`src/rtl/loc_irq_pkg.sv`:
```
package loc_irq_pkg;
    localparam int DATA_W = 32;

    // word offsets
    localparam int OFF_ACCESS  = 'h0;
    localparam int OFF_INT_EN  = 'h8;
    localparam int OFF_INT_VEC = 'hC;
    localparam int OFF_INT_STS = 'h10;

    // access register fields
    localparam int ACC_REQ_BIT    = 1;
    localparam int ACC_HELD_BIT   = 5;
    localparam int ACC_GIVE_BIT   = 5;
    localparam int ACC_VALID_BIT  = 7;

    // interrupt bits shared by enable and status
    localparam int EVB_DATA_AV  = 0;
    localparam int EVB_STS_OK   = 1;
    localparam int EVB_LOC_CHG  = 2;
    localparam int EVB_CMD_RDY  = 7;
    localparam int EVB_GLOBAL   = 31;

    localparam logic [DATA_W-1:0] STS_MASK =
        (DATA_W'(1) << EVB_DATA_AV) | (DATA_W'(1) << EVB_STS_OK) |
        (DATA_W'(1) << EVB_LOC_CHG) | (DATA_W'(1) << EVB_CMD_RDY);
    localparam logic [DATA_W-1:0] EN_MASK = STS_MASK | (DATA_W'(1) << EVB_GLOBAL);

    typedef struct packed {
        logic acc;
        logic en;
        logic vec;
        logic sts;
    } reg_sel_t;
endpackage

```
`src/rtl/lir_decode.sv`:
```
module lir_decode
    import loc_irq_pkg::*;
#(
    parameter int ADDR_W = 12
) (
    input  logic [ADDR_W-1:0] addr,
    output reg_sel_t          sel
);
    always_comb begin
        sel     = '0;
        sel.acc = (addr == ADDR_W'(OFF_ACCESS));
        sel.en  = (addr == ADDR_W'(OFF_INT_EN));
        sel.vec = (addr == ADDR_W'(OFF_INT_VEC));
        sel.sts = (addr == ADDR_W'(OFF_INT_STS));
    end
endmodule

```
`src/rtl/lir_locality.sv`:
```
module lir_locality (
    input  logic clk,
    input  logic rst_n,
    input  logic acc_wr,
    input  logic req_bit,
    input  logic give_bit,
    output logic held,
    output logic grant
);
    typedef struct packed {
        logic held;
    } loc_state_t;

    loc_state_t st_d, st_q;

    always_comb begin
        st_d  = st_q;
        grant = 1'b0;
        if (acc_wr) begin
            if (st_q.held) begin
                if (give_bit) st_d.held = 1'b0;
            end else if (req_bit) begin
                st_d.held = 1'b1;
                grant     = 1'b1;
            end
        end
    end

    always_ff @(posedge clk) begin
        if (!rst_n) st_q <= '0;
        else        st_q <= st_d;
    end

    assign held = st_q.held;
endmodule

```
`src/rtl/lir_irq.sv`:
```
module lir_irq
    import loc_irq_pkg::*;
#(
    parameter int VEC_W   = 8,
    parameter int VEC_MAX = 15
) (
    input  logic              clk,
    input  logic              rst_n,
    input  logic              wr_en,
    input  reg_sel_t          sel,
    input  logic [3:0]        be,
    input  logic [DATA_W-1:0] wdata,
    input  logic              held,
    input  logic              grant,
    input  logic              ev_cmd_ready,
    input  logic              ev_sts_valid,
    input  logic              ev_data_avail,
    output logic [DATA_W-1:0] en_q,
    output logic [VEC_W-1:0]  vec_q,
    output logic [DATA_W-1:0] sts_q,
    output logic              irq
);
    typedef struct packed {
        logic [DATA_W-1:0] en;
        logic [VEC_W-1:0]  vec;
        logic [DATA_W-1:0] sts;
    } irq_state_t;

    irq_state_t st_d, st_q;
    logic [DATA_W-1:0] lane_m;
    logic [DATA_W-1:0] set_v;
    logic [DATA_W-1:0] clr_v;
    logic              vec_ok;

    for (genvar g = 0; g < 4; g++) begin : g_lane
        assign lane_m[g*8 +: 8] = {8{be[g]}};
    end

    always_comb begin
        set_v = '0;
        set_v[EVB_DATA_AV] = ev_data_avail;
        set_v[EVB_STS_OK]  = ev_sts_valid;
        set_v[EVB_LOC_CHG] = grant;
        set_v[EVB_CMD_RDY] = ev_cmd_ready;

        clr_v = '0;
        if (wr_en && sel.sts && held) clr_v = wdata & lane_m & STS_MASK;

        st_d = st_q;
        if (wr_en && sel.en)
            st_d.en = (st_q.en & ~lane_m) | (wdata & lane_m & EN_MASK);
        if (wr_en && sel.vec && be[0])
            st_d.vec = wdata[VEC_W-1:0];
        st_d.sts = (st_q.sts & ~clr_v) | set_v;
    end

    always_ff @(posedge clk) begin
        if (!rst_n) st_q <= '0;
        else        st_q <= st_d;
    end

    assign vec_ok = (st_q.vec != '0) && (int'(st_q.vec) <= VEC_MAX);
    assign irq    = st_q.en[EVB_GLOBAL] && vec_ok && (|(st_q.sts & st_q.en & STS_MASK));
    assign en_q   = st_q.en;
    assign vec_q  = st_q.vec;
    assign sts_q  = st_q.sts;
endmodule

```
`src/rtl/loc_irq_unit.sv`:
```
module loc_irq_unit
    import loc_irq_pkg::*;
#(
    parameter int ADDR_W  = 12,
    parameter int VEC_W   = 8,
    parameter int VEC_MAX = 15
) (
    input  logic              clk,
    input  logic              rst_n,
    input  logic              wr_en,
    input  logic [ADDR_W-1:0] addr,
    input  logic [31:0]       wdata,
    input  logic [3:0]        be,
    output logic [31:0]       rdata,
    input  logic              ev_cmd_ready,
    input  logic              ev_sts_valid,
    input  logic              ev_data_avail,
    output logic              irq,
    output logic              loc_active
);
    reg_sel_t          sel;
    logic              grant;
    logic [DATA_W-1:0] en_q;
    logic [VEC_W-1:0]  vec_q;
    logic [DATA_W-1:0] sts_q;

    lir_decode #(.ADDR_W(ADDR_W)) u_dec (
        .addr (addr),
        .sel  (sel)
    );

    lir_locality u_loc (
        .clk      (clk),
        .rst_n    (rst_n),
        .acc_wr   (wr_en && sel.acc && be[0]),
        .req_bit  (wdata[ACC_REQ_BIT]),
        .give_bit (wdata[ACC_GIVE_BIT]),
        .held     (loc_active),
        .grant    (grant)
    );

    lir_irq #(.VEC_W(VEC_W), .VEC_MAX(VEC_MAX)) u_irq (
        .clk           (clk),
        .rst_n         (rst_n),
        .wr_en         (wr_en),
        .sel           (sel),
        .be            (be),
        .wdata         (wdata),
        .held          (loc_active),
        .grant         (grant),
        .ev_cmd_ready  (ev_cmd_ready),
        .ev_sts_valid  (ev_sts_valid),
        .ev_data_avail (ev_data_avail),
        .en_q          (en_q),
        .vec_q         (vec_q),
        .sts_q         (sts_q),
        .irq           (irq)
    );

    always_comb begin
        rdata = '0;
        if (sel.acc) begin
            rdata[ACC_VALID_BIT] = 1'b1;
            rdata[ACC_HELD_BIT]  = loc_active;
        end else if (sel.en) begin
            rdata = en_q;
        end else if (sel.vec) begin
            rdata = 32'(vec_q);
        end else if (sel.sts) begin
            rdata = sts_q;
        end
    end
endmodule

```
`config.mk`:
```
export PLATFORM = sky130hd
export DESIGN_NAME = loc_irq_unit
export DESIGN_NICKNAME = d
export VERILOG_FILES = /design/src/rtl/loc_irq_pkg.sv /design/src/rtl/lir_decode.sv /design/src/rtl/lir_locality.sv /design/src/rtl/lir_irq.sv /design/src/rtl/loc_irq_unit.sv
export SDC_FILE = /design/constraint.sdc
export NUM_CORES = 1
export LEC_CHECK = 0
export ABC_AREA = 1
export CORE_UTILIZATION = 53
export DETAILED_ROUTE_END_ITERATION = 10
export DONT_BUFFER_PORTS = 1
export PLACE_DENSITY = 0.68
export SYNTH_ARGS = -nofsm -noshare
export SYNTH_HDL_FRONTEND = slang
export SYNTH_HIERARCHICAL = 1
export SYNTH_SLANG_ARGS = --single-unit
```
`constraint.sdc`:
```
create_clock -name clk -period 1.4 [get_ports clk]
set_input_delay 0.14 -clock clk [delete_from_list [all_inputs] [get_ports clk]]
set_output_delay 0.14 -clock clk [all_outputs]
set_load 0.01 [all_outputs]
```
== Yosys cells after proc, flatten, opt, wreduce, memory -nomap -nowiden ==
Index checks and enable logic that the tools add are counted.
Storage, ports and cells
  word-level logic and storage cells: 43
  register bits after elaboration: 73
  input bits: 54
  output and inout bits: 34
Cells by class
  multiplexer cells: 14
  eq/ne operators: 3
  reductions and logical operators: 13
  magnitude comparators: 1
  bitwise logic cells: 8
Operators by type and width (number)
  $and A32 B32 Y32: 3
  $mux W32: 3
  $not A32 Y32: 2
  $or A32 B32 Y32: 1
  $or A32 B8 Y32: 1
  $eq A12 B4 Y1 const B: 2
  $mux W24: 1
  $eq A12 B5 Y1 const B: 1
  $logic_not A12 Y1: 1
  $logic_and A1 B1 Y1: 10
  $and A8 B8 Y8: 1
  $le A8 B4 Y1 const B: 1
  $mux W1: 8
  $mux W8: 1
  $reduce_bool A8 Y1: 1
  $mux W5: 1
  $reduce_or A4 Y1: 1

== Longest topological paths before layout ==
Gate-level depths: netlist of run 1.
  word-level depth: 7
  depth in mapped cells: 12
  gate-level depth less buffers: 10

== Modules after synthesis ==
The synthesis of run 1 kept the hierarchy.
Modules (own cells, without submodules)
  lir_irq: times used 1, sequential area each 880.8 um2, cells an instance 216, area an instance 1751.7 um2
  loc_irq_unit: times used 1, sequential area each 0.0 um2, cells an instance 130, area an instance 798.3 um2
  lir_decode: times used 1, sequential area each 0.0 um2, cells an instance 32, area an instance 135.1 um2
  lir_locality: times used 1, sequential area each 20.0 um2, cells an instance 8, area an instance 57.6 um2

== Worst setup path before layout of run 1 ==
No wires, ideal clock.
  path type: input to output
  from: input port addr[8]
  to: output port rdata[10]
  cell stages on the path: 10
  arrival time: 1.226 ns
  setup slack: 0.034 ns
  required time: 1.260 ns
  cells stage by stage: inv_1 -> nand2_1 -> nor2_2 -> nand2_2 -> nor2_1 -> buf_6 -> inv_4 -> buf_12 -> buf_12 -> a21oi_1
RTL lines
  start, declared: RTL line loc_irq_unit.sv:11  | input logic [ADDR_W-1:0] addr,
  end, declared: RTL line loc_irq_unit.sv:14  | output logic [31:0] rdata,

==> results of run 1 <==
[cell type report]
| class | instances | area [um^2] | share of cell area, % |
|---|---|---|---|
| timing repair inverter | 1 | 8.76 | 0.278 |
| inverter | 70 | 290 | 9.23 |
| sequential | 45 | 901 | 28.6 |
| timing repair buffer | 38 | 383 | 12.2 |
| clock inverter | 1 | 7.51 | 0.239 |
| tap | 67 | 83.8 | 2.67 |
| clock buffer | 7 | 76.3 | 2.43 |
| multi-input combinational | 251 | 1400 | 44.4 |
[through the flow]
stage | instances | TNS [ns]
5_1_grt | 480 | -0.0383
2_1_floorplan | 413 | 0
4_1_cts | 474 | 0
3_3_place_gp | 455 | -0.171
3_5_place_dp | 455 | -1.06
6_report | 480 | 0
[how the worst min path moves through the flow]
stage	to	slack, ns	cells past startpoint	start
global placement	u_irq/vec_q[5]$_SDFFE_PN0P_	0.26	2	rst_n
CTS	u_irq/vec_q[5]$_SDFFE_PN0P_	0.001	2	wdata[5]
floorplan	u_loc/held$_SDFFE_PN0P_	0.26	2	rst_n
finish	u_irq/vec_q[5]$_SDFFE_PN0P_	0.01	2	wdata[5]
global route	u_irq/vec_q[5]$_SDFFE_PN0P_	0.005	2	wdata[5]
detailed placement	u_irq/vec_q[5]$_SDFFE_PN0P_	0.27	2	rst_n
[logic make-up (layout without fill, tap and decap cells)]
| kind of cell | count (synthesis) | count (layout) |
|---|---|---|
| and+or+nand+nor | 124 | 124 |
| DFF | 45 | 45 |
| other | 1 | 28 |
| buffers and inverters | 117 | 117 |
| AOI/OAI and AO/OA | 99 | 99 |
[cell usage after synthesis]
master / count / area, um^2
nor2_2: 3 / 18.8
a21oi_1: 35 / 175
o21ai_1: 3 / 15.0
o21ai_2: 16 / 140
inv_4: 1 / 6.26
nand2_1: 58 / 218
nand2_2: 1 / 6.26
o21ai_0: 24 / 120
and3_1: 1 / 6.26
inv_2: 6 / 22.5
nand4_1: 1 / 6.26
buf_4: 31 / 233
clkbuf_1: 1 / 3.75
nor2_1: 21 / 78.8
inv_1: 61 / 229
buf_2: 6 / 30.0
o21bai_1: 4 / 30.0
a21oi_2: 17 / 149
clkinv_1: 2 / 7.51
clkbuf_2: 1 / 5.00
conb_1: 1 / 3.75
buf_8: 1 / 15.0
dfxtp_1: 45 / 901
nand3_1: 35 / 175
buf_6: 4 / 45.0
nor2_4: 2 / 22.5
buf_12: 3 / 60.1
nand3_2: 2 / 20.0
[worst register-to-register path, cell delays in order (launching register included)]
cell and delay (ns):
dfxtp_1 0.45, nand3_1 0.19, o21bai_1 0.17, a21oi_1 0.08
[routing by layer]
layer | GRT usage (%) | part of all wire, % | vias up
met5 | 0 | 0 | -
met4 | 8.12 | 1.6 | 0
met3 | 6.78 | 6.6 | 10
met2 | 40.3 | 49 | 72
li1 | - | - | 1213
met1 | 25.9 | 43 | 1034
[power by group]
group	total (W)	switching, W	internal (W)
Combinational	0.000115	0.0000663	0.0000485
Clock	0.000775	0.000421	0.000353
Sequential	0.00129	0.00000516	0.00128
[timing repair]
item                                   CTS  global route
pin swaps                                2            16
buffers inserted                         1             5
hold buffers                             9             0
resized for setup                        8            41
endpoints found under the hold margin   43             0
setup endpoints to repair               25            31
gates cloned                             1             1
==> metrics.cfg, run 1 <==
[global_route]
grt_pass1_vias = 2105
antenna_found_initial = 0
grt_overflow = 0
grt_usage_pct = 22.8
grt_pass1_wl_um = 9380
grt_max_degree = 41

[pwr]
p_leak_nw = 1.52
power_density_nw_per_um2 = 693
p_total_w = 0.00218
ir_worst_vdd_mv = 0.524

[clock_tree]
cts_buffers = 5
root_buffer = clkbuf_8
cts_tree = yes
clock_latency_ns = 0.29
cts_sinks = 45
cts.reportedPaths.clkPinSlew_ns = 0.08
clockBufferDepth = 2
cts.htree.levels = 2

[synthesis]
yosysWarnings = 6
synthMuxAreaShare_pct = 0
synth_top_family_by_area = buffers and inverters
synth-compound-area-share_pct = 22.9
synth_adder_area_share_pct = 0
synth-seq-cells = 45
ys_seq_area_share_pct = 32.8
syn-cell-area_um2 = 2740
yosys.area_share.simple_pct = 20.1
syn_area_per_cell_um2 = 7.11
syn_inst = 386
synth_xor_area_share_pct = 0
synth_cell_types = 28

[placement]
gp_congestion = 0.873
placed_cell_area_um2 = 2740
io_buffer_count = 0
dp_slack_ns = -0.0828
hpwl_um = 4060

[route]
drtAntennaViolNets = 0
drcViolationCount = 0
dr.first_iter.drc_count = 109
wl_per_cell_um = 12.6
vias_per_cell = 4.85
vias = 2329
drtPass1Iterations = 4
wirelength_um = 6040

[finish]
final_cell_mix = 55 x inv_1, 50 x nand2_1, 45 x dfxtp_1
fin_nets = 466
fillerInstances = 429
drive_above_1_share_pct = 26.2
fin_util_pct = 64.9
num_antenna_cells = 0
layout_commonest_cell = inv_1
syn_to_final_growth_pct = 14.7
design_area_um2 = 3150

[setup_path]
worstSetupStartpointType = input port
crit_arrival_ns = 1.20
r2r_slack_ns = 0.41
critical_path.startpoint = addr[9]
cp.required_ns = 1.26
worstSetupEndpoint = rdata[1]
endpoint_kind = output port
path_cells = inv_4, nand2_2, nor2_4, nand2_2, buf_6, nor2_4, buf_6, buf_6, nor2_4, nand2_2, a21oi_4
crit_family = simple AND/OR/NAND/NOR gates
critical_path_class = input port to output port
r2r-start = u_loc/held$_SDFFE_PN0P_
reg2regPathDepth = 3
cp_num_cells = 11
crit_buf_inv = 4
cp_slowest_stage_delay_ns = 0.18
rr_endpoint = u_irq/sts_q[1]$_SDFF_PN0_
critPathMaxFanout = 5
critPathSlowestCell = nor2_4

[floorplanning]
initial_core_util_pct = 56.6
die_h_um = 73.9
ioPinCount = 88
row_count = 25
die_w_um = 73.9
die-area_um2 = 5470
core_um2 = 4850

[timing]
hold_viol_final = 0
fmax_mhz = 745
rsz0062_at_grt = yes
period_minus_slack_ns = 1.34
setup_violations = 0
fin_worst_skew_ns = 0.00446
whs_ns = 0.0137
maxSlewViolCount = 0
post-route-period-util_pct = 95.8
worst_slack_ns = 0.0584

[flow_run]
max_cap_viol_count = 0

[status]
status = finished clean

[min_path]
hold_path_class = input port to flip-flop

Power figures use the tool's default switching activity.
==> inputs of run 2 (changes only) <==
Settings changed: CORE_UTILIZATION 53 to 50, PLACE_DENSITY 0.68 to default.
==> run 2 against run 1 <==
Net effect: register-to-register slack about the same; clock skew down 0.0014 ns; design area fell by 7.4%; die area grew 5.8%; critical endpoint is now rdata[12]; worst setup slack improved by 0.034 ns; core utilization decreased by 8.9 points; global-route usage shrank 2.5 points.
==> metrics.cfg, run 2 (same netlist as run 1, synthesis figures left out) <==
[clock_tree]
root_buffer = clkbuf_8  ; unchanged
cts_tree = yes  ; unchanged
cts_setup_buffers = 0  ; was 1
cts.reportedPaths.clkPinSlew_ns = 0.07  ; was 0.08 ns
cts_buffers = 5  ; unchanged
clock_latency_ns = 0.29  ; about the same
cts.htree.levels = 2  ; unchanged
cts_sinks = 45  ; unchanged
clockBufferDepth = 2  ; unchanged

[status]
status = finished clean  ; unchanged

[finish]
num_antenna_cells = 0  ; unchanged
fin_util_pct = 56.0  ; was 64.9%
drive_above_1_share_pct = 19.0  ; was 26.2%
layout_commonest_cell = inv_1  ; unchanged
fin_nets = 453  ; was 466
syn_to_final_growth_pct = 6.20  ; was 14.7%
final_cell_mix = 61 x inv_1, 58 x nand2_1, 45 x dfxtp_1  ; was 55 x inv_1, 50 x nand2_1, 45 x dfxtp_1
fillerInstances = 544  ; was 429

[setup_path]
critical_path_class = input port to output port  ; unchanged
cp_slowest_stage_delay_ns = 0.23  ; was 0.18 ns
r2r_slack_ns = 0.41  ; about the same
crit_buf_inv = 5  ; was 4
path_cells = clkinv_1, nand2_1, inv_1, nand3_1, nor2_1, buf_4, inv_6, buf_12, o21ai_0, a21oi_1  ; was inv_4, nand2_2, nor2_4, nand2_2, buf_6, nor2_4, buf_6, buf_6, nor2_4, nand2_2, a21oi_4
worstSetupStartpointType = input port  ; unchanged
crit_family = buffers and inverters  ; was simple AND/OR/NAND/NOR gates
cp.required_ns = 1.26  ; about the same
critPathMaxFanout = 25  ; was 5
critPathSlowestCell = a21oi_1  ; was nor2_4
crit_arrival_ns = 1.17  ; was 1.20 ns
endpoint_kind = output port  ; unchanged

[route]
drtAntennaViolNets = 0  ; unchanged
vias_per_cell = 4.69  ; was 4.85
wl_per_cell_um = 11.7  ; was 12.6 um
wirelength_um = 5480  ; was 6040 um
drcViolationCount = 0  ; unchanged
dr.first_iter.drc_count = 94  ; was 109
vias = 2203  ; was 2329
drtPass1Iterations = 4  ; unchanged

[timing]
fmax_mhz = 765  ; was 745 MHz
maxSlewViolCount = 0  ; unchanged
finalSetupTns_ns = 0  ; unchanged
fin_worst_skew_ns = 0.00310  ; was 0.00446 ns
period_minus_slack_ns = 1.31  ; was 1.34 ns
setup_violations = 0  ; unchanged
rsz0062_at_grt = yes  ; unchanged
post-route-period-util_pct = 93.4  ; was 95.8%
hold_viol_final = 0  ; unchanged

[pwr]
p_int_w = 0.00168  ; was 0.00169 W
clkPwrFrac_pct = 35.7  ; was 35.5%
power_frac_comb_pct = 4.5  ; was 5.3%
ir_worst_vdd_mv = 0.650  ; was 0.524 mV
p_leak_nw = 1.44  ; was 1.52 nW
seqPwrFrac_pct = 59.8  ; was 59.2%
swShare_pct = 22.1  ; was 22.6%
power_density_nw_per_um2 = 740  ; was 693 nW/um^2
p_switching_w = 0.000477  ; was 0.000493 W

[floorplanning]
row_count = 26  ; was 25
die-area_um2 = 5790  ; was 5470 um^2
ioPinCount = 88  ; unchanged
core_um2 = 5200  ; was 4850 um^2
initial_core_util_pct = 52.7  ; was 56.6%
die_w_um = 76.1  ; was 73.9 um
die_h_um = 76.1  ; was 73.9 um

[placement]
hpwl_um = 3900  ; was 4060 um
gp_congestion = 0.843  ; was 0.873
io_buffer_count = 0  ; unchanged

[global_route]
grt_overflow = 0  ; unchanged
grt_pass1_vias = 2046  ; was 2105
grt_max_degree = 41  ; unchanged
grt_pass1_wl_um = 9500  ; was 9380 um
grt_usage_pct = 20.3  ; was 22.8%
antenna_found_initial = 0  ; unchanged

[flow_run]
max_cap_viol_count = 0  ; unchanged

[min_path]
hold_path_class = input port to flip-flop  ; unchanged

-- run 2: metal layers --
| metal | vias to the layer above | global-route usage (%) | wire length [um] |
|---|---|---|---|
| met4 | 0 | 6.35 | 55 |
| met1 | 957 | 25.7 | 2530 |
| li1 | 1185 | - | - |
| met2 | 56 | 33.8 | 2550 |
| met3 | 5 | 5.03 | 345 |
| met5 | - | 0 | 0 |
-- run 2: metrics by stage --
| stage | cells | worst slack (ns) | total power [W] | instance area, um^2 | hold WS (ns) |
|---|---|---|---|---|---|
| 6_report | 470 | 0.0927 | 0.00216 | 2910 | 0.00883 |
| 5_1_grt | 470 | -0.0345 | 0.00227 | 2910 | 0.00834 |
| 4_1_cts | 470 | 0.0372 | 0.00219 | 2890 | 0.00401 |
| 3_5_place_dp | 453 | -0.00374 | 0.00137 | 2710 | 0.267 |
| 3_3_place_gp | 453 | -0.00764 | 0.00137 | 2710 | 0.266 |
| 2_1_floorplan | 413 | 0.0336 | 0.00144 | 2840 | 0.262 |
-- run 2: area by class of cell --
type,count,area [um^2],area share [%]
multi-input combinational,251,1300,44.6
sequential,45,901,30.9
timing repair buffer,26,273,9.36
inverter,70,268,9.19
tap,70,87.6,3.01
clock buffer,7,76.3,2.62
clock inverter,1,7.51,0.258
-- run 2: final timing paths --
path / start / to / cells past startpoint
worst min register to register: u_irq/en_q[8]$_SDFFE_PN0P_ / u_irq/en_q[8]$_SDFFE_PN0P_ / 2
worst min-delay path: wdata[5] / u_irq/vec_q[5]$_SDFFE_PN0P_ / 2
worst max register to register: u_loc/held$_SDFFE_PN0P_ / u_irq/sts_q[2]$_SDFF_PN0_ / 3
worst max-delay path: addr[0] / rdata[12] / 10
-- run 2: what timing repair did --
item,in CTS,in global routing
setup endpoints to repair,0,22
gates resized for setup,0,11
hold endpoints to repair,43,0
hold buffers,9,0
-- run 2: power by group through the flow --
stage,logic (W),clock network [W],registers [W]
CTS,0.0000972,0.000801,0.00129
global route,0.000115,0.000862,0.00129
detailed placement,0.0000538,0,0.00132
floorplan,0.000120,0,0.00132
global placement,0.0000526,0,0.00132
finish,0.0000975,0.000769,0.00129
